--- config.mk ---
export PLATFORM = sky130hd
export DESIGN_NAME = spi_lane_striper
export DESIGN_NICKNAME = d
export VERILOG_FILES = /design/src/rtl/spi_lane_striper.sv
export SDC_FILE = /design/constraint.sdc
export NUM_CORES = 1
export LEC_CHECK = 0
export BUFFER_PORTS_ARGS = -buffer_cell sky130_fd_sc_hd__buf_2
export CORE_ASPECT_RATIO = 1.75
export CORE_MARGIN = 5
export CORE_UTILIZATION = 43
export DETAILED_ROUTE_END_ITERATION = 8
export GPL_TIMING_DRIVEN = 0
export PLACE_DENSITY = 0.79
export RECOVER_POWER = 100
export SLEW_MARGIN = 20
export SYNTH_ARGS = -nofsm -noshare
export SYNTH_HDL_FRONTEND = slang
export SYNTH_SLANG_ARGS = --single-unit
--- constraint.sdc ---
create_clock -name clk -period 2.2 [get_ports clk]
set_input_delay 0.33 -clock clk [delete_from_list [all_inputs] [get_ports clk]]
set_output_delay 0.33 -clock clk [all_outputs]
set_load 0.1 [all_outputs]
--- src/rtl/spi_lane_striper.sv ---
module spi_lane_striper #(
  parameter int NUM_BUS = 2
) (
  input  logic                               clk,
  input  logic                               rst_n,
  input  logic                               dual_en,
  input  logic                               linear_mode,
  input  logic                               cs_active,
  input  logic                               go,
  input  logic [$clog2(NUM_BUS+1)-1:0]       tx_avail,
  input  logic [NUM_BUS*8-1:0]               tx_data,
  output logic                               tx_pop,
  output logic [$clog2(NUM_BUS+1)-1:0]       tx_pop_cnt,
  input  logic [NUM_BUS-1:0]                 bus_ready,
  output logic [NUM_BUS-1:0]                 bus_tx_valid,
  output logic [NUM_BUS*8-1:0]               bus_tx_data,
  input  logic [NUM_BUS-1:0]                 bus_rx_valid,
  input  logic [NUM_BUS*8-1:0]               bus_rx_data,
  input  logic                               rx_full,
  output logic                               rx_push,
  output logic [$clog2(NUM_BUS+1)-1:0]       rx_push_cnt,
  output logic [NUM_BUS*8-1:0]               rx_data,
  output logic                               underflow_evt,
  output logic                               overflow_evt,
  output logic                               striping,
  output logic                               busy
);
  localparam int CW = $clog2(NUM_BUS+1);
  localparam int SW = NUM_BUS*8;

  typedef enum logic [1:0] {SN_CHECK, SN_NONE, SN_COUNT, SN_STRIPE} snoop_t;

  snoop_t             snoop_q, snoop_d;
  logic [2:0]         cnt_q, cnt_d;
  logic               wait_q;
  logic               x_dual_q, x_stripe_q;
  logic [7:0]         x_op_q;
  logic [NUM_BUS-1:0] got_q;
  logic [SW-1:0]      cap_q;

  logic               dual_eff;
  logic [NUM_BUS-1:0] lane_mask, x_mask, rx_got;
  logic [CW-1:0]      need;
  logic               enough, all_ready, issue, done, wide_x;
  logic [SW-1:0]      st_tx, merged, us_rx;

  assign dual_eff  = dual_en && (NUM_BUS > 1);
  assign lane_mask = dual_eff ? '1 : NUM_BUS'(1);
  assign x_mask    = x_dual_q ? '1 : NUM_BUS'(1);
  assign striping  = (snoop_q == SN_STRIPE);
  assign busy      = wait_q;

  assign need      = (striping && dual_eff) ? CW'(NUM_BUS) : CW'(1);
  assign enough    = (tx_avail >= need);
  assign all_ready = &(bus_ready | ~lane_mask);
  assign issue     = !wait_q && go && enough && all_ready;

  assign tx_pop        = issue;
  assign tx_pop_cnt    = issue ? need : '0;
  assign underflow_evt = !wait_q && go && !enough && !linear_mode;
  assign bus_tx_valid  = issue ? lane_mask : '0;

  always_comb begin
    for (int b = 0; b < NUM_BUS; b++)
      for (int j = 0; j < 8; j++)
        st_tx[b*8+j] = tx_data[j*NUM_BUS+b];
  end

  assign bus_tx_data = (striping && dual_eff) ? st_tx : {NUM_BUS{tx_data[7:0]}};

  always_comb begin
    for (int b = 0; b < NUM_BUS; b++)
      merged[b*8 +: 8] = bus_rx_valid[b] ? bus_rx_data[b*8 +: 8] : cap_q[b*8 +: 8];
  end

  always_comb begin
    for (int k = 0; k < SW; k++)
      us_rx[k] = merged[(k % NUM_BUS)*8 + k / NUM_BUS];
  end

  assign rx_got      = got_q | (bus_rx_valid & x_mask);
  assign done        = wait_q && (&(rx_got | ~x_mask));
  assign wide_x      = x_stripe_q && x_dual_q;
  assign rx_data     = wide_x ? us_rx : {{(SW-8){1'b0}}, merged[7:0]};
  assign rx_push     = done && !rx_full;
  assign rx_push_cnt = rx_push ? (wide_x ? CW'(NUM_BUS) : CW'(1)) : '0;
  assign overflow_evt = done && rx_full;

  always_comb begin
    snoop_d = snoop_q;
    cnt_d   = cnt_q;
    if (done) begin
      case (snoop_q)
        SN_CHECK: begin
          case (x_op_q)
            8'h03, 8'h02, 8'hA2, 8'h32: begin snoop_d = SN_COUNT; cnt_d = 3'd3; end
            8'h0B, 8'h3B, 8'h6B, 8'hBB: begin snoop_d = SN_COUNT; cnt_d = 3'd4; end
            8'hEB:                      begin snoop_d = SN_COUNT; cnt_d = 3'd6; end
            default:                          snoop_d = SN_NONE;
          endcase
        end
        SN_COUNT: begin
          if (cnt_q == 3'd1) snoop_d = SN_STRIPE;
          cnt_d = cnt_q - 3'd1;
        end
        default: ;
      endcase
    end
    if (!cs_active) begin
      snoop_d = SN_CHECK;
      cnt_d   = '0;
    end
  end

  always_ff @(posedge clk) begin
    if (!rst_n) begin
      snoop_q    <= SN_CHECK;
      cnt_q      <= '0;
      wait_q     <= 1'b0;
      x_dual_q   <= 1'b0;
      x_stripe_q <= 1'b0;
      x_op_q     <= '0;
      got_q      <= '0;
      cap_q      <= '0;
    end else begin
      snoop_q <= snoop_d;
      cnt_q   <= cnt_d;
      if (issue) begin
        wait_q     <= 1'b1;
        x_dual_q   <= dual_eff;
        x_stripe_q <= striping;
        x_op_q     <= tx_data[7:0];
        got_q      <= '0;
      end else if (done) begin
        wait_q <= 1'b0;
      end else if (wait_q) begin
        got_q <= rx_got;
        cap_q <= merged;
      end
    end
  end
endmodule


==> results.cfg, run 1 <==
[pwr]
p_leak_nw = 1.38
p_per_area_nw_per_um2 = 528
ir_drop_mv = 0.443
power_mw = 1.64

[min_path]
hold_path_depth = 3
min_from = bus_rx_data[9]
holdPathEnd = cap_q[9]$_SDFFE_PN0P_
hp-class = primary input to flip-flop

[drt]
ant_nets = 0
drt_wl_total_mm = 6.63
vias = 2328
routedWlPerCell_um = 15.6
via_per_inst = 5.46
dr.pass1.iters = 4
drtIter0Drc = 75
drc = 0

[global_routing]
antenna_found_initial = 0
use_met3_pct = 3.60
grt-ovfl-total = 0
use_met1_pct = 19.5
grt_start_max_net_pins = 17
grt_pass1_wl_mm = 10.5
track_usage_pct = 20.1
grt_pass1_vias = 2339
grt_busiest_layer = met2
met2_usage_pct = 39.2

[timing]
min_period_ns = 2.39
rsz0062_at_grt = true
finalMaxSlewViolations = 0
hold_ws_ns = 0.291
fin_skew_ns = 0.00846
tightest_slew_ns = 1.17
fin_crit_sh_pct = 108
max-slew-margin-rel_pct = 22.1
layout_setup_ws_ns = -0.186
setup_violations = 6
finalSetupTns_ns = -0.702
hold_violations = 0
clock.fmax_mhz = 419

[clock_tree]
root_buffer = clkbuf_8
clockBufferDepth = 2
cts_tree = built
cts_max_level = 2
clk-insertion-delay-late_ns = 0.29
postCtsHoldBufs = 0
clk_pin_slew_ns = 0.07
clock-sinks = 34
cts_buffers = 5

[worst_setup_path]
critPathArrivalTime_ns = 2.06
crit_path_end_kind = output port
crit_slowest_cell = dfxtp_4
reg2reg_slack_ns = 0.20
r2r-end = cnt_q[1]$_SDFFE_PN0P_
cp_max_fo = 3
crit_path_start_kind = flip-flop
criticalPathCategory = flip-flop to output port
cp.required_ns = 1.87
max_stage_delay_ns = 0.36
r2r_cells = 4
cp_cell_sequence = and3_4 > clkinv_8 > ha_1 > a21o_4 > clkbuf_8 > nor3b_4 > buf_12
regToRegStartpoint = x_op_q[5]$_SDFFE_PN0P_

[status]
status = finished, violations left
violations = setup timing

[logic_synthesis]
yosysSeqAreaShare_pct = 32.2
yosys-top-cells-area = dfxtp_1 32%, mux2i_1 13%, nand2_1 8.9%
async_flop_share_pct = 0
ys_ff_latch = 34
avgSynthCellArea_um2 = 7.85
syn_inst = 269
synth.net_count = 318
synth_top_flop_cell = dfxtp_1
synth-edff-count = 0
syn_area_um2 = 2110
yosys_warnings = 0
ys_types = 46
yosysTopAreaCell = dfxtp_1
synth_top_area_share_pct = 32.2

[floorplanning]
die_w_um = 63.0
io_pins = 89
die_h_um = 103
fp.dieArea_um2 = 6470
rows = 33
core_area_um2 = 4750
start_util_pct = 44.5

[finish]
area_growth_pct = 47.2
fin_cells = 426
antenna_cells = 0
fillCellCount = 373
nNetsFinal = 422
drive_above_1_share_pct = 40.9
seq_area_um2 = 692
multi_input_area_um2 = 1450
fin_util_pct = 65.4
design_area_um2 = 3110

[placed_design]
dp_cells = 409
place.gp.congestion = 0.798
hpwlAfterDp_mm = 4.97
dp_slack_ns = -0.343
port_buffers = 88
placed_area_um2 = 2800

[job]
maxCapViolCount = 0
layer usage:
| metal | vias up | wire [um] |
|---|---|---|
| met2 | 62 | 3770 |
| li1 | 1137 | - |
| met5 | - | 0 |
| met4 | 0 | 275 |
| met3 | 22 | 268 |
| met1 | 1107 | 2320 |
critical path, delay by kind of cell, from the launching register on:
kind            cells  cell delay, ns
simple gates        2            0.43
buf+inv             3            0.40
flops               1            0.36
fa+ha+maj           1            0.31
compound gates      1            0.26
placed cells by master, fill, tap and decap left out, types with 3 or more instances in the layout:
master / instances
buf_4: 18
and3_1: 3
ha_1: 3
and2_1: 3
buf_2: 66
nor3_1: 3
a21oi_2: 5
nand3_1: 11
inv_1: 6
buf_12: 8
clkbuf_8: 6
mux2i_1: 27
dfxtp_1: 31
dfxtp_4: 3
o21ai_0: 13
mux2_2: 3
clkbuf_2: 5
clkbuf_1: 8
nor2b_1: 4
nor2_1: 20
nor2_2: 9
a21oi_1: 18
nand2_1: 49
clkbuf_4: 7
synthesized netlist by cell type (all sizes together) (2+ instances only):
master and n:
o21ai 14, xnor2 2, or2 2, o31ai 2, nor4b 2, nand2 50, nand2b 3, inv 8
ha 4, nor3b 2, nor2b 4, nor3 5, buf 7, and2 3, clkbuf 8, nand3 12
a21oi 23, dfxtp 34, nor2 31, mux2 3, and3 4, a211oi 2, mux2i 27
registers in the layout (all words and copies together) (netlist names):
| register | cells |
|---|---|
| cap_q | 16 |
| x_op_q | 8 |
| cnt_q | 3 |
| got_q | 2 |
| snoop_q | 2 |
| busy | 1 |
| x_dual_q | 1 |
| x_stripe_q | 1 |
layout make-up:
cell class / count / share of cell area (%)
tap: 52 / 2.09
multi-input combinational: 211 / 46.7
inverter: 9 / 1.73
sequential: 34 / 22.3
clock buffer: 8 / 3.26
timing repair buffer: 99 / 21.1
buffer: 13 / 2.82
worst max path at each step:
stage	cells past startpoint	slack, ns	start	endpoint
2_1_floorplan	8	-0.42	snoop_q[1]$_SDFFE_PN0P_	underflow_evt
3_3_place_gp	10	-0.33	dual_en	underflow_evt
3_5_place_dp	10	-0.34	dual_en	underflow_evt
4_1_cts	9	-0.21	snoop_q[0]$_SDFFE_PN0P_	bus_tx_valid[0]
5_1_grt	9	-0.24	snoop_q[0]$_SDFFE_PN0P_	bus_tx_valid[0]
6_report	7	-0.19	snoop_q[0]$_SDFFE_PN0P_	underflow_evt
report_power, final:
group,total (mW),internal [mW],switching [mW]
Combinational,0.478,0.136,0.343
Clock,0.528,0.293,0.234
Sequential,0.634,0.622,0.0118
Total,1.64,1.05,0.589
repair_timing:
| action | in CTS | in global routing |
|---|---|---|
| pin swaps | 5 | 1 |
| endpoints found under the setup margin | 29 | 16 |
| resized for setup | 39 | 12 |
| setup buffers | 10 | 1 |
logic make-up (layout without fill, tap and decap cells):
logic type / after synthesis / after routing / synth area share, %
simple gates: 123 / 123 / 28.0
compound gates: 51 / 51 / 16.1
flops: 34 / 34 / 32.2
mux: 31 / 31 / 15.5
buf+inv: 24 / 129 / 4.98
fa+ha+maj: 4 / 4 / 2.37
xor+xnor: 2 / 2 / 0.830
(Power assumes the default switching activity.)
==> inputs of run 2 (changes only) <==
--- a/config.mk
+++ b/config.mk
@@ -13,6 +13,7 @@
 export GPL_TIMING_DRIVEN = 0
 export PLACE_DENSITY = 0.79
 export RECOVER_POWER = 100
+export REMOVE_ABC_BUFFERS = 1
 export SLEW_MARGIN = 20
 export SYNTH_ARGS = -nofsm -noshare
 export SYNTH_HDL_FRONTEND = slang
==> run 2 against run 1 <==
The flow still finishes with violations (setup timing). Setup slack improved by 0.11 ns. Die area unchanged. Combinational power down 8.8%. Sequential power barely moved.
==> results.cfg, run 2 (synthesis results as in run 1) <==
[status]
status = finished, violations left
violations = setup timing

[clock_tree]
clk-insertion-delay-late_ns = 0.28
clock-sinks = 34
clk_pin_slew_ns = 0.06
cts_tree = built
cts_buffers = 5
root_buffer = clkbuf_8
cts_max_level = 2
clockBufferDepth = 2
postCtsHoldBufs = 0

[finish]
top_regs = cap_q: 16 flops, x_op_q: 8 flops, cnt_q: 3 flops
final_cell_mix = 78 x buf_2, 48 x nand2_1, 32 x dfxtp_1, 29 x nor2_1, 27 x mux2i_1
drive_above_1_share_pct = 36.1
final_common_cell = buf_2
largest_register_ffs = 16
antenna_cells = 0
regMostFlops = cap_q
area_growth_pct = 36.2
nNetsFinal = 409

[global_routing]
antenna_found_initial = 0
grt_pass1_vias = 2207
grt_pass1_wl_mm = 9.66
track_usage_pct = 17.9
grt_start_max_net_pins = 30
grt-ovfl-total = 0

[floorplanning]
fp.dieArea_um2 = 6470
rows = 33
io_pins = 89
die_h_um = 103
core_area_um2 = 4750
die_w_um = 63.0
start_util_pct = 44.5

[timing]
tightest_slew_ns = 1.16
setup_violations = 4
hold_violations = 0
fin_crit_sh_pct = 103
layout_setup_ws_ns = -0.0735
min_period_ns = 2.27
finalMaxSlewViolations = 0
fin_skew_ns = 0.00619
rsz0062_at_grt = true
clock.fmax_mhz = 440
max-slew-margin-rel_pct = 22.8
hold_ws_ns = 0.306

[pwr]
p_leak_nw = 1.34
p_per_area_nw_per_um2 = 572
ir_drop_mv = 0.503

[worst_setup_path]
crit_path_start_kind = flip-flop
critPathArrivalTime_ns = 1.94
criticalPathCategory = flip-flop to output port
crit_path_end_kind = output port
cp.required_ns = 1.87
cp_max_fo = 4
r2r_cells = 4

[placed_design]
hpwlAfterDp_mm = 4.18
dp_slack_ns = -1.31
place.gp.congestion = 0.804
port_buffers = 88

[drt]
ant_nets = 0
dr.pass1.iters = 4
drc = 0
vias = 2255
via_per_inst = 5.47
drt_wl_total_mm = 5.97
routedWlPerCell_um = 14.5
drtIter0Drc = 42

[min_path]
hp-class = primary input to flip-flop
hold_path_depth = 3

[job]
maxCapViolCount = 0
## run 2: changes by cell type in the layout (fill, tap and decap cells not counted), sizes merged
cell,before,now
inv,6,8
clkbuf,27,10
bufinv,0,1
clkinvlp,2,0
buf,93,95
## run 2: timing repair
action | CTS | global route
endpoints found under the setup margin | 35 | 8
gates resized for setup | 40 | 8
buffers inserted | 7 | 4
pin swaps | 4 | 4
endpoints found under the hold margin | 0 | 0
## run 2: metrics by stage
| step | std cells | instance area (um^2) | total power, mW | setup TNS [ns] | util, % |
|---|---|---|---|---|---|
| 3_3_place_gp | 394 | 2540 | 1.06 | -19.13 | 53.6 |
| 4_1_cts | 408 | 2860 | 1.65 | -0.187 | 60.1 |
| 5_1_grt | 412 | 2870 | 1.70 | -0.359 | 60.5 |
| 2_1_floorplan | 254 | 2040 | 0.951 | -20.66 | - |
| 6_report | 412 | 2870 | 1.64 | -0.129 | 60.5 |
| 3_5_place_dp | 394 | 2540 | 1.06 | -20.21 | 53.6 |
## run 2: area by class of cell
| type | count | area (um^2) |
|---|---|---|
| fillers | 427 | 1870 |
| multi-input cells | 211 | 1350 |
| flip-flops and latches | 34 | 688 |
| repair buffers | 99 | 608 |
| clock buffers | 6 | 82.6 |
| well taps | 52 | 65.1 |
| inverters | 9 | 46.3 |
| clock inverters | 1 | 30.0 |
## run 2: critical path, stage by stage (launching register included)
cell and delay, ns:
dfxtp_4 0.36, and3_4 0.24, clkinv_8 0.06, ha_4 0.20, nand2b_4 0.14, a21o_4 0.24
nor3b_2 0.18, buf_6 0.25
## run 2: worst paths after layout
path                            from                     end  slack (ns)
min                  bus_rx_data[12]  cap_q[12]$_SDFFE_PN0P_        0.31
max          snoop_q[1]$_SDFFE_PN0P_           underflow_evt       -0.07
min reg2reg    cap_q[5]$_SDFFE_PN0P_   cap_q[5]$_SDFFE_PN0P_        0.46
max reg2reg   x_op_q[5]$_SDFFE_PN0P_   cnt_q[2]$_SDFFE_PN0P_        0.21
## run 2: layer usage
layer  wire, um  vias up  GRT usage, %
li1           -     1108             -
met1       2250     1058          19.3
met2       3200       74          32.6
met3        338       15          3.82
met4        182        0          8.82
met5          0        -             0
## run 2: where the power goes
group	leakage, nW	switching, mW	internal, mW
Sequential	0.276	0.0110	0.623
Combinational	1.01	0.324	0.111
Clock	0.0573	0.213	0.362
==> inputs of run 3 (changes only) <==
--- a/config.mk
+++ b/config.mk
@@ -8,10 +8,10 @@
 export BUFFER_PORTS_ARGS = -buffer_cell sky130_fd_sc_hd__buf_2
 export CORE_ASPECT_RATIO = 1.75
 export CORE_MARGIN = 5
-export CORE_UTILIZATION = 43
+export CORE_UTILIZATION = 40
 export DETAILED_ROUTE_END_ITERATION = 8
 export GPL_TIMING_DRIVEN = 0
-export PLACE_DENSITY = 0.79
+export PLACE_DENSITY = 0.74
 export RECOVER_POWER = 100
 export REMOVE_ABC_BUFFERS = 1
 export SLEW_MARGIN = 20
==> run 3 against run 2 <==
Routed wire length is 3.4% lower. Global-route usage is 0.87 points lower. Fmax is 0.53% higher. The run still ends with setup timing left.
==> results.cfg, run 3 (synthesis results as in run 1) <==
[timing]
layout_setup_ws_ns = -0.0615
setup_violations = 1
max-slew-margin-rel_pct = 22.5
clock.fmax_mhz = 442
min_period_ns = 2.26
fin_skew_ns = 0.00725
rsz0062_at_grt = true
finalMaxSlewViolations = 0
hold_violations = 0
fin_crit_sh_pct = 103
tightest_slew_ns = 1.17
finalSetupTns_ns = -0.0615
hold_ws_ns = 0.295

[worst_setup_path]
reg2reg_slack_ns = 0.24
regToRegStartpoint = snoop_q[1]$_SDFFE_PN0P_
endpoint = underflow_evt
cp.required_ns = 1.87
criticalPathCategory = flip-flop to output port
critPathArrivalTime_ns = 1.93
crit_path_end_kind = output port
r2r_cells = 7
cp-startpoint = snoop_q[1]$_SDFFE_PN0P_
crit_path_start_kind = flip-flop
cp_max_fo = 6
r2r-end = x_op_q[4]$_SDFFE_PN0P_

[placed_design]
dp_slack_ns = -1.31
dp_cells = 397
hpwlAfterDp_mm = 4.12
placed_area_um2 = 2550
port_buffers = 88
place.gp.congestion = 0.788

[floorplanning]
die_w_um = 64.9
rows = 35
fp.dieArea_um2 = 6890
core_area_um2 = 5210
die_h_um = 106
io_pins = 89
start_util_pct = 40.5

[clock_tree]
cts_tree = built
clock-sinks = 34
clk_pin_slew_ns = 0.07
clockBufferDepth = 2
cts_buffers = 5
clk-insertion-delay-late_ns = 0.29
cts_max_level = 2
postCtsHoldBufs = 0
root_buffer = clkbuf_8

[status]
violations = setup timing
status = finished, violations left

[finish]
drive_above_1_share_pct = 35.7
regMostFlops = cap_q
final_cell_mix = 78 x buf_2, 48 x nand2_1, 32 x dfxtp_1, 29 x nor2_1, 27 x mux2i_1
antenna_cells = 0
final_common_cell = buf_2
nNetsFinal = 407
top_regs = cap_q: 16 flops, x_op_q: 8 flops, cnt_q: 3 flops
design_area_um2 = 2860
area_growth_pct = 35.7
largest_register_ffs = 16
fin_util_pct = 55.0
fin_cells = 414

[pwr]
p_per_area_nw_per_um2 = 570
ir_drop_mv = 0.360
power_mw = 1.63
p_leak_nw = 1.33

[drt]
via_per_inst = 5.29
drt_wl_total_mm = 5.76
routedWlPerCell_um = 13.9
drc = 0
ant_nets = 0
drtIter0Drc = 56
vias = 2188
dr.pass1.iters = 4

[min_path]
hp-class = primary input to flip-flop
min_from = bus_rx_data[6]

[job]
maxCapViolCount = 0

[global_routing]
grt_start_max_net_pins = 30
grt_pass1_wl_mm = 9.49
track_usage_pct = 17.0
antenna_found_initial = 0
grt-ovfl-total = 0
grt_pass1_vias = 2155
run 3: changes by cell type in the layout (fill, tap and decap cells not counted):
cell	delta
inv_2	-1
clkbuf_8	-1
clkinv_8	-1
buf_4	-2
nor3b_2	-1
clkbuf_1	+2
nor3b_4	+1
inv_4	+1
a221oi_1	-1
a221oi_2	+1
clkinv_4	+1
run 3: metal layers:
layer,vias to the layer above,global-route usage (%),routed length [um]
li1,1104,-,-
met1,1006,19.2,2290
met2,70,30.4,3010
met3,8,2.96,332
met4,0,7.72,125
met5,-,0,0
run 3: power by group:
part           switching, mW  internal (mW)
sequential            0.0118          0.623
clock                  0.221          0.339
combinational          0.326          0.113
run 3: worst min path at each step:
stage	endpoint	slack, ns	depth (start not counted)
2_1_floorplan	cap_q[5]$_SDFFE_PN0P_	0.44	2
3_3_place_gp	cap_q[5]$_SDFFE_PN0P_	0.44	2
3_5_place_dp	cap_q[7]$_SDFFE_PN0P_	0.45	2
4_1_cts	cap_q[10]$_SDFFE_PN0P_	0.29	3
5_1_grt	cap_q[12]$_SDFFE_PN0P_	0.30	3
6_report	cap_q[6]$_SDFFE_PN0P_	0.29	3
run 3: cell type report:
type,instances,area [um^2]
Inverter,9,41.3
Clock inverter,1,30.0
Tap cell,55,68.8
Clock buffer,7,76.3
Fill cell,493,2350
Multi-Input combinational cell,211,1370
Sequential cell,34,688
Timing Repair Buffer,97,593
run 3: what timing repair did:
item / in CTS / in global routing
resized for setup: 39 / 10
endpoints found under the hold margin: 0 / 0
buffers inserted: 7 / 2
setup endpoints to repair: 35 / 9
pin swaps: 4 / 4
run 3: critical path, stage by stage, from the launching register on:
cell	delay (ns)
dfxtp_4	0.35
and3_4	0.21
clkinv_4	0.07
ha_4	0.20
nand2b_4	0.14
a21o_4	0.25
nor3b_2	0.18
buf_6	0.25
